--- src/rtl/dptmr_pkg.sv ---
// Shared constants and types of the dual prescaled timer.
// Assumes a 3-bit register select; the field layout is fixed by software.
package dptmr_pkg;
    localparam int SEL_W = 3;
    localparam logic [SEL_W-1:0] SEL_CTL  = 3'd0;
    localparam logic [SEL_W-1:0] SEL_CNT1 = 3'd1;
    localparam logic [SEL_W-1:0] SEL_PRE1 = 3'd2;
    localparam logic [SEL_W-1:0] SEL_CNT0 = 3'd3;
    localparam logic [SEL_W-1:0] SEL_PRE0 = 3'd4;

    typedef enum logic [1:0] {
        PIN_CLOCK     = 2'b00,
        PIN_GATE      = 2'b01,
        PIN_TRIG_ONCE = 2'b10,
        PIN_TRIG_RE   = 2'b11
    } pin_mode_e;
endpackage

--- src/rtl/dptmr_clk_src.sv ---
// Count-source generator: a free-running divider gives one internal tick
// every 2**DIV_W clocks, and a synchroniser turns the asynchronous pin into
// a level and a one-cycle falling-edge strobe.
// Assumes the pin is held for at least two clocks per level.
module dptmr_clk_src #(
    parameter int DIV_W  = 2,
    parameter int SYNC_N = 2
) (
    input  logic clk,
    input  logic rst_n,
    input  logic pin_async,
    output logic tick,
    output logic pin_level,
    output logic pin_fall
);
    localparam int CHAIN_W = SYNC_N + 1;

    logic [DIV_W-1:0]   div_q;
    logic [CHAIN_W-1:0] chain_q;

    // Free-running divider for the internal tick.
    always_ff @(posedge clk) begin
        if (!rst_n) div_q <= '0;
        else        div_q <= div_q + 1'b1;
    end

    // Synchroniser chain plus one history stage for edge detection.
    always_ff @(posedge clk) begin
        if (!rst_n) chain_q <= '0;
        else        chain_q <= {chain_q[CHAIN_W-2:0], pin_async};
    end

    assign tick      = &div_q;
    assign pin_level = chain_q[SYNC_N-1];
    assign pin_fall  = chain_q[SYNC_N] & ~chain_q[SYNC_N-1];
endmodule

--- src/rtl/dptmr_unit.sv ---
// One timer channel: a prescaler that divides the step strobe by 1..2**PRE_W
// (0 encodes the maximum) feeding a down counter of 1..2**CNT_W steps
// (0 encodes the maximum). A registered one-cycle pulse marks expiry.
// Assumes step is never high on two consecutive cycles.
module dptmr_unit #(
    parameter int PRE_W = 6,
    parameter int CNT_W = 8
) (
    input  logic             clk,
    input  logic             rst_n,
    input  logic             start,
    input  logic             run_en,
    input  logic             step,
    input  logic             modulo,
    input  logic [PRE_W-1:0] pre_init,
    input  logic [CNT_W-1:0] cnt_init,
    output logic [CNT_W-1:0] cnt_now,
    output logic             busy,
    output logic             expire
);
    logic [PRE_W-1:0] pre_now;
    logic             adv;
    logic             pre_last;
    logic             cnt_last;

    assign adv      = step && run_en && busy;
    assign pre_last = (pre_now == PRE_W'(1));
    assign cnt_last = (cnt_now == CNT_W'(1));

    // Prescaler, counter, run flag and expiry pulse.
    always_ff @(posedge clk) begin
        if (!rst_n) begin
            pre_now <= '0;
            cnt_now <= '0;
            busy    <= 1'b0;
            expire  <= 1'b0;
        end else begin
            expire <= 1'b0;
            if (start) begin
                pre_now <= pre_init;
                cnt_now <= cnt_init;
                busy    <= 1'b1;
            end else if (adv) begin
                if (pre_last) begin
                    pre_now <= pre_init;
                    if (cnt_last) begin
                        expire <= 1'b1;
                        if (modulo) begin
                            cnt_now <= cnt_init;
                        end else begin
                            cnt_now <= '0;
                            busy    <= 1'b0;
                        end
                    end else begin
                        cnt_now <= cnt_now - 1'b1;
                    end
                end else begin
                    pre_now <= pre_now - 1'b1;
                end
            end
        end
    end

    // a single-pass expiry leaves the channel stopped at zero.
    p_single_stop_r4: assert property (@(posedge clk) disable iff (!rst_n)
        expire && !$past(modulo) |-> !busy && cnt_now == '0);

    // a modulo expiry reloads the initial count.
    p_modulo_reload_r5: assert property (@(posedge clk) disable iff (!rst_n)
        expire && $past(modulo) |-> busy && cnt_now == $past(cnt_init));

    // with enable low and no start, the count holds.
    p_freeze_r8: assert property (@(posedge clk) disable iff (!rst_n)
        !run_en && !start |=> $stable(cnt_now));

    // an expiry never follows an expiry on the next cycle.
    p_expire_pulse_r2: assert property (@(posedge clk) disable iff (!rst_n)
        expire |=> !expire);
endmodule

--- src/rtl/dual_prescaled_timer.sv ---
// Two prescaled down-counter timers behind a select/write/read register
// interface. Timer zero counts the internal tick only. Timer one counts the
// internal tick (optionally gated or triggered by the pin) or pin edges.
// Assumes single-cycle write strobes and a pin slower than half the clock.
module dual_prescaled_timer
    import dptmr_pkg::*;
#(
    parameter int PRE_W = 6,
    parameter int CNT_W = 8,
    parameter int DIV_W = 2
) (
    input  logic             clk,
    input  logic             rst_n,
    input  logic [SEL_W-1:0] reg_sel,
    input  logic             reg_wr,
    input  logic [7:0]       reg_wdata,
    output logic [7:0]       reg_rdata,
    input  logic             ext_in,
    output logic             irq_t0,
    output logic             irq_t1
);
    localparam int PRE_LSB = 2;
    localparam int PRE_MSB = PRE_LSB + PRE_W - 1;

    logic             en0_q, en1_q;
    pin_mode_e        pmode_q;
    logic             mod0_q, mod1_q, int1_q;
    logic [PRE_W-1:0] pre0_q, pre1_q;
    logic [CNT_W-1:0] ini0_q, ini1_q;
    logic [CNT_W-1:0] cnt0, cnt1;
    logic             busy0, busy1;
    logic             tick, pin_level, pin_fall;
    logic             wr_ctl;
    logic             start0, start1;
    logic             step1, trig1;

    assign wr_ctl = reg_wr && (reg_sel == SEL_CTL);
    assign start0 = wr_ctl && reg_wdata[0];

    // Control, prescaler and initial-count registers.
    always_ff @(posedge clk) begin
        if (!rst_n) begin
            en0_q   <= 1'b0;
            en1_q   <= 1'b0;
            pmode_q <= PIN_CLOCK;
            mod0_q  <= 1'b0;
            mod1_q  <= 1'b0;
            int1_q  <= 1'b0;
            pre0_q  <= '0;
            pre1_q  <= '0;
            ini0_q  <= '0;
            ini1_q  <= '0;
        end else if (reg_wr) begin
            unique case (reg_sel)
                SEL_CTL: begin
                    en0_q   <= reg_wdata[1];
                    en1_q   <= reg_wdata[3];
                    pmode_q <= pin_mode_e'(reg_wdata[5:4]);
                end
                SEL_PRE0: begin
                    mod0_q <= reg_wdata[0];
                    pre0_q <= reg_wdata[PRE_MSB:PRE_LSB];
                end
                SEL_PRE1: begin
                    mod1_q <= reg_wdata[0];
                    int1_q <= reg_wdata[1];
                    pre1_q <= reg_wdata[PRE_MSB:PRE_LSB];
                end
                SEL_CNT0: ini0_q <= reg_wdata[CNT_W-1:0];
                SEL_CNT1: ini1_q <= reg_wdata[CNT_W-1:0];
                default: ;
            endcase
        end
    end

    // Timer-one step source and pin-trigger decode.
    always_comb begin
        step1 = tick;
        trig1 = 1'b0;
        if (!int1_q) begin
            step1 = pin_fall;
        end else begin
            unique case (pmode_q)
                PIN_CLOCK:     step1 = tick;
                PIN_GATE:      step1 = tick && pin_level;
                PIN_TRIG_ONCE: trig1 = pin_fall && !busy1;
                PIN_TRIG_RE:   trig1 = pin_fall;
            endcase
        end
    end

    assign start1 = (wr_ctl && reg_wdata[2]) || trig1;

    // Read-back multiplexer; start bits and write-only registers read 0.
    always_comb begin
        reg_rdata = 8'h00;
        unique case (reg_sel)
            SEL_CTL:  reg_rdata = {2'b00, pmode_q, en1_q, 1'b0, en0_q, 1'b0};
            SEL_CNT0: reg_rdata = 8'(cnt0);
            SEL_CNT1: reg_rdata = 8'(cnt1);
            default:  reg_rdata = 8'h00;
        endcase
    end

    dptmr_clk_src #(.DIV_W(DIV_W), .SYNC_N(2)) u_src (
        .clk       (clk),
        .rst_n     (rst_n),
        .pin_async (ext_in),
        .tick      (tick),
        .pin_level (pin_level),
        .pin_fall  (pin_fall)
    );

    dptmr_unit #(.PRE_W(PRE_W), .CNT_W(CNT_W)) u_t0 (
        .clk      (clk),
        .rst_n    (rst_n),
        .start    (start0),
        .run_en   (en0_q),
        .step     (tick),
        .modulo   (mod0_q),
        .pre_init (pre0_q),
        .cnt_init (ini0_q),
        .cnt_now  (cnt0),
        .busy     (busy0),
        .expire   (irq_t0)
    );

    dptmr_unit #(.PRE_W(PRE_W), .CNT_W(CNT_W)) u_t1 (
        .clk      (clk),
        .rst_n    (rst_n),
        .start    (start1),
        .run_en   (en1_q),
        .step     (step1),
        .modulo   (mod1_q),
        .pre_init (pre1_q),
        .cnt_init (ini1_q),
        .cnt_now  (cnt1),
        .busy     (busy1),
        .expire   (irq_t1)
    );

    // reset clears control state and interrupt outputs.
    p_reset_clear_r1: assert property (@(posedge clk)
        !rst_n |=> !irq_t0 && !irq_t1 && !en0_q && !en1_q && !busy0 && !busy1);

    // an expiry pulse implies the timer was enabled.
    p_irq_needs_en_r8: assert property (@(posedge clk) disable iff (!rst_n)
        irq_t0 |-> $past(en0_q));

    // a one-shot trigger never starts timer one while it is busy.
    p_trig_once_r11: assert property (@(posedge clk) disable iff (!rst_n)
        int1_q && pmode_q == PIN_TRIG_ONCE && busy1 && !wr_ctl |=> $past(cnt1) == cnt1 || !en1_q || step1 || $past(step1));

    // timer-one expiry is a one-cycle pulse.
    p_irq1_pulse_r2: assert property (@(posedge clk) disable iff (!rst_n)
        irq_t1 |=> !irq_t1);
endmodule

--- config.mk ---
export PLATFORM = sky130hd
export DESIGN_NAME = dual_prescaled_timer
export DESIGN_NICKNAME = d
export VERILOG_FILES = /design/src/rtl/dptmr_pkg.sv /design/src/rtl/dptmr_clk_src.sv /design/src/rtl/dptmr_unit.sv /design/src/rtl/dual_prescaled_timer.sv
export SDC_FILE = /design/constraint.sdc
export NUM_CORES = 1
export LEC_CHECK = 0
export BUFFER_PORTS_ARGS = -buffer_cell sky130_fd_sc_hd__buf_2
export CORE_UTILIZATION = 36
export CTS_CLUSTER_DIAMETER = 60
export CTS_CLUSTER_SIZE = 14
export DETAILED_ROUTE_END_ITERATION = 10
export REMOVE_ABC_BUFFERS = 1
export SLEW_MARGIN = 15
export SYNTH_ARGS = -nofsm -noshare
export SYNTH_HDL_FRONTEND = slang
export SYNTH_SLANG_ARGS = --single-unit
--- constraint.sdc ---
create_clock -name clk -period 1.55 [get_ports clk]
set_input_delay 0 -clock clk [delete_from_list [all_inputs] [get_ports clk]]
set_output_delay 0 -clock clk [all_outputs]
set_load 0.01 [all_outputs]
==> results of run 1 <==
==> layout by cell type (no fill, tap or decap), types with 3 or more instances in the layout <==
cell type      count
nand2_1           69
buf_4             69
dfxtp_1           57
a21oi_1           43
nor2_1            39
buf_2             24
mux2i_1           22
buf_6             17
dfxtp_2           13
o22ai_1           12
clkbuf_8          10
o21ai_0            9
dlygate4sd3_1      9
nand3_1            8
nor3_1             7
inv_1              6
a21oi_2            6
a31oi_1            5
and2_4             5
nor4_4             5
a22oi_2            5
nand2_4            5
nand2b_1           4
inv_2              4
nand2_2            4
o21ai_1            4
and2_1             4
ha_1               4
nor2b_4            3
nor4b_4            3
nor3_2             3
o21ai_2            3
mux2_4             3
or3_4              3
ha_4               3
clkinv_2           3
==> metal layers <==
metal / vias to the layer above / GRT usage / part of all wire
met4: 0 / 0.0650 / 0.019
li1: 1824 / - / -
met3: 15 / 0.0386 / 0.040
met5: - / 0 / 0
met1: 1773 / 0.288 / 0.46
met2: 96 / 0.368 / 0.48
==> through the flow <==
step                      hold WS (ns)  instance area, um^2
after detailed placement         0.221                 4420
after CTS                       0.0363                 5010
after global routing            0.0884                 5370
after floorplan                 0.0475                 3550
after global placement           0.218                 4420
final                           0.0667                 5370
==> worst paths after layout <==
path                                             startpoint                      endpoint  depth (start not counted)
worst min register to register  u_src.chain_q[0]$_SDFF_PN0_   u_src.chain_q[1]$_SDFF_PN0_                          1
worst max register to register  u_src.chain_q[1]$_SDFF_PN0_  u_t1.cnt_now[6]$_SDFFE_PN0P_                          6
worst min-delay path                                  rst_n  u_t1.pre_now[5]$_SDFFE_PN0P_                          3
worst max-delay path            u_src.chain_q[1]$_SDFF_PN0_  u_t1.cnt_now[6]$_SDFFE_PN0P_                          6
==> worst max-delay path, stage by stage, from the launching register on <==
cell,delay (ns)
dfxtp_4,0.37
nand2b_4,0.16
o32a_1,0.38
o21ai_4,0.29
buf_6,0.18
o21ai_1,0.06
a21oi_1,0.11
==> registers in the layout, indices dropped and copies added (netlist names), 2 cells and up <==
name and cells:
u_t0.cnt_now 8, pre0_q 6, pmode_q 2, ini1_q 8
u_t1.cnt_now 8, ini0_q 8, pre1_q 6, u_src.div_q 2
u_t1.pre_now 6, u_src.chain_q 3, u_t0.pre_now 6
==> area by class of cell <==
class,count,area [um^2],area share
multi-input cells,345,2570,0.479
repair buffers,120,940,0.175
flip-flops and latches,72,1470,0.273
clock inverters,4,45.0,0.00839
clock buffers,11,141,0.0263
well taps,133,166,0.0310
inverters,10,37.5,0.00699
==> cell families after synthesis <==
logic type      synth area share
simple gates               0.256
compound gates             0.209
flops                      0.393
buf+inv                   0.0426
mux                       0.0692
fa+ha+maj                 0.0307
==> power breakdown <==
part | total (mW) | switching [mW] | internal [mW]
clock | 1.47 | 0.696 | 0.771
combinational | 0.535 | 0.279 | 0.256
sequential | 1.93 | 0.0367 | 1.89
==> what timing repair did <==
item | 4_1_cts | 5_1_grt
buffers inserted | 6 | 7
resized for setup | 68 | 75
endpoints found under the setup margin | 30 | 31
pin swaps | 27 | 31
endpoints found under the hold margin | 27 | 0
hold buffers | 9 | 0
==> results.cfg, run 1 <==
[synthesis]
syn_inst = 449
ys.flop_type = dfxtp_1
yosys.area.top_type_share = 0.393
yosysUniqueCellTypes = 65
ys_warn_count = 0
synthArstFlopShare = 0
yosysSeqAreaShare = 0.393
ys_seq_elements = 72
synth_edf_count = 0
ys_top_cells_by_count = nand2_1, dfxtp_1, a21oi_1
yosysMostFrequentCell = nand2_1
netlist_area_mm2 = 0.00367
synthTopCellsByArea = dfxtp_1, nand2_1, a21oi_1, mux2i_1, nor2_1
yosysTopAreaCell = dfxtp_1
avgSynthCellArea_um2 = 8.18

[floorplan]
start_util = 0.374
die_w_um = 103
chipHeight_um = 103
pin_count = 25
die_area_mm2 = 0.0106
row_count = 36
core_area_mm2 = 0.00982

[clock_tree]
tritoncts_num_sinks = 72
clk_latency_ns = 0.36
cts_tree = yes
htreeDepth = 3
cts_buffer_depth = 2
cts_made_buffers = 9
cts-root-buf = clkbuf_8
path_clk_slew_ns = 0.08

[setup_path]
cp_max_fo = 6
r2r_slack_ns = -0.06
crit_type = flop to flop
cp.required_ns = 1.84
end_kind = flop
worstPathArrival_ns = 1.90
crit_path_start_kind = flop

[status]
violations = setup timing
run_status = finished with violations

[min_path]
worstHoldPathType = input port to flop

[detailed_routing]
wl_mm = 11.2
vias = 3708
drc_errors = 0
ant_nets = 0
post_drt_via_cell_ratio = 5.34
drt_iter0_markers = 165
routedWlPerCell_um = 16.1
drt_pass1_iterations = 4

[cells_and_area]
fin_nets = 582
area_delta_synth_final_pct = 46.2
fill_cells = 909
layoutNonFillerInstCount = 695
drive_gt1_frac = 0.407
final_util = 0.547
diodes = 0

[placement]
gp_congestion = 0.883
dp.cells = 659
pre_cts_slack_ns = -0.249
dp_hpwl_mm = 7.69
port_buffers = 24

[grt]
grt_start_max_net_pins = 17
grt_use_total = 0.220
antenna_found_initial = 0
grt_pass1_wl_mm = 17.7
grt_overflow = 0
grt_pass1_vias = 3531

[timing]
clock_skew_ns = 0.00811
setup_viol = 9
rsz0062_at_grt = yes
finalCritPeriodShare = 1.04
hold_violations = 0
fmax_ghz = 0.621
slew_headroom = 0.670
layout_min_cycle_time_ns = 1.61
drv_slew = 0
finalSetupTns_ns = -0.295
tightest_slew_ns = 0.493
fin_ws_ns = -0.0611

[pwr]
p_per_area_mw_per_mm2 = 732
p_total_mw = 3.93
ir_drop_v = 0.000471
leakage_nw = 2.18

[run]
cap_violations = 0
Power figures use the tool's default switching activity.
==> run 2: changes to the inputs <==
ABC_CLOCK_PERIOD_IN_PS = 1700   (was default)
clock period = 1.7 ns   (was 1.55 ns; I/O delays follow)
==> results.cfg, run 2 (synthesized netlist as in run 1, its figures left out) <==
[detailed_routing]
post_drt_via_cell_ratio = 5.35
vias = 3509
ant_nets = 0
routedWlPerCell_um = 15.4
wl_mm = 10.1
drt_iter0_markers = 146
drc_errors = 0
drt_pass1_iterations = 5

[pwr]
ir_drop_v = 0.000443
p_per_area_mw_per_mm2 = 810
p_total_mw = 3.82
leakage_nw = 1.88

[cells_and_area]
fin_nets = 543
layout_commonest_cell = nand2_1
drive_gt1_frac = 0.258
area_delta_synth_final_pct = 28.4
layoutNonFillerInstCount = 656
fill_cells = 1014
mostFrequentLayoutCells = nand2_1, dfxtp_1, a21oi_1, buf_4, nor2_1
final_util = 0.480
diodes = 0

[setup_path]
worstPathArrival_ns = 1.90
crit_path_max_incr_delay_ns = 0.49
cp_slowest_cell = or3b_2
cp.required_ns = 1.94
crit_buf_inv = 0
end_kind = flop
crit_family = simple AND/OR/NAND/NOR gates
reg2reg_from = u_t1.cnt_now[7]$_SDFFE_PN0P_
worstSetupStartpoint = u_t1.cnt_now[7]$_SDFFE_PN0P_
cp_max_fo = 4
crit_chain = or2_1, or3b_2, o2111a_1, a21oi_2, o22ai_1
crit_type = flop to flop
crit_path_start_kind = flop

[status]
run_status = completed

[grt]
busiest_layer = met2
grt_pass1_vias = 3270
antenna_found_initial = 0
met3_usage = 0.0285
grt_pass1_wl_mm = 16.3
grt_start_max_net_pins = 42
grtUsageMet2 = 0.334
grt_use_total = 0.204
grt_use_met1 = 0.269
grt_overflow = 0

[clock_tree]
tritoncts_num_sinks = 72
cts-root-buf = clkbuf_8
cts_tree = yes
htreeDepth = 3
path_clk_slew_ns = 0.08
clk_latency_ns = 0.35
cts_made_buffers = 9
cts_buffer_depth = 2

[placement]
port_buffers = 24
gp_congestion = 0.847
dp.cells = 630
dp_hpwl_mm = 7.25

[floorplan]
start_util = 0.374
pin_count = 25
die_area_mm2 = 0.0106
row_count = 36
die_w_um = 103
core_area_mm2 = 0.00982
chipHeight_um = 103

[timing]
finalCritPeriodShare = 0.972
slew_headroom = 0.676
tightest_slew_ns = 0.484
clock_skew_ns = 0.0102
layout_min_cycle_time_ns = 1.65
setup_viol = 0
fmax_ghz = 0.605
drv_slew = 0
hold_ws_ns = 0.0695
finalSetupTns_ns = 0
hold_violations = 0

[min_path]
hp-start = rst_n
worstHoldPathType = input port to flop

[run]
cap_violations = 0
[run 2: changes by cell type in the layout (fill, tap and decap cells not counted), sizes merged]
cell      delta
clkinvlp     +2
clkinv       -3
clkbuf       -1
buf         -39
bufinv       +2
[run 2: worst register-to-register path, cell delays in order, from the launching register on]
cell and delay (ns):
dfxtp_4 0.37, or2_1 0.25, or3b_2 0.49, o2111a_1 0.26, a21oi_2 0.10, o22ai_1 0.08
[run 2: layout make-up]
cell class,instances,area (um^2),share of cell area
multi-input cells,345,2220,0.470
repair buffers,81,599,0.127
clock buffers,10,138,0.0292
clock inverters,5,105,0.0223
flip-flops and latches,72,1450,0.308
well taps,133,166,0.0353
inverters,10,37.5,0.00796
[run 2: timing repair]
item                                   in CTS  in global routing
buffers inserted                            0                  2
gates resized for setup                     2                 35
endpoints found under the hold margin      26                  0
hold buffers                                9                  0
pin swaps                                   0                  9
setup endpoints to repair                   8                 25
[run 2: where the power goes]
part | internal [mW] | switching [mW] | total [mW]
logic | 0.178 | 0.217 | 0.396
clock network | 1.01 | 0.664 | 1.67
registers | 1.72 | 0.0282 | 1.75
total | 2.91 | 0.910 | 3.82
[run 2: per-stage QoR]
step                      setup slack [ns]  area, um^2
after floorplan                     0.0476        3550
after global placement             -0.0866        4220
after detailed placement            -0.101        4220
after CTS                          0.00373        4550
after global routing             -0.000947        4710
final                               0.0471        4710
[run 2: worst paths after layout]
| kind | end | cells after the start | slack (ns) |
|---|---|---|---|
| setup / recovery | u_t1.cnt_now[4]$_SDFFE_PN0P_ | 5 | 0.05 |
| hold / removal | u_t1.busy$_SDFFE_PN0P_ | 3 | 0.07 |
| setup reg to reg | u_t1.cnt_now[4]$_SDFFE_PN0P_ | 5 | 0.05 |
| hold reg to reg | u_src.div_q[0]$_SDFF_PN0_ | 1 | 0.40 |
[run 2: routing by layer]
layer / wire length [um] / vias up
met1: 4620 / 1658
met5: 0 / -
met2: 4850 / 95
li1: - / 1742
met3: 468 / 14
met4: 179 / 0
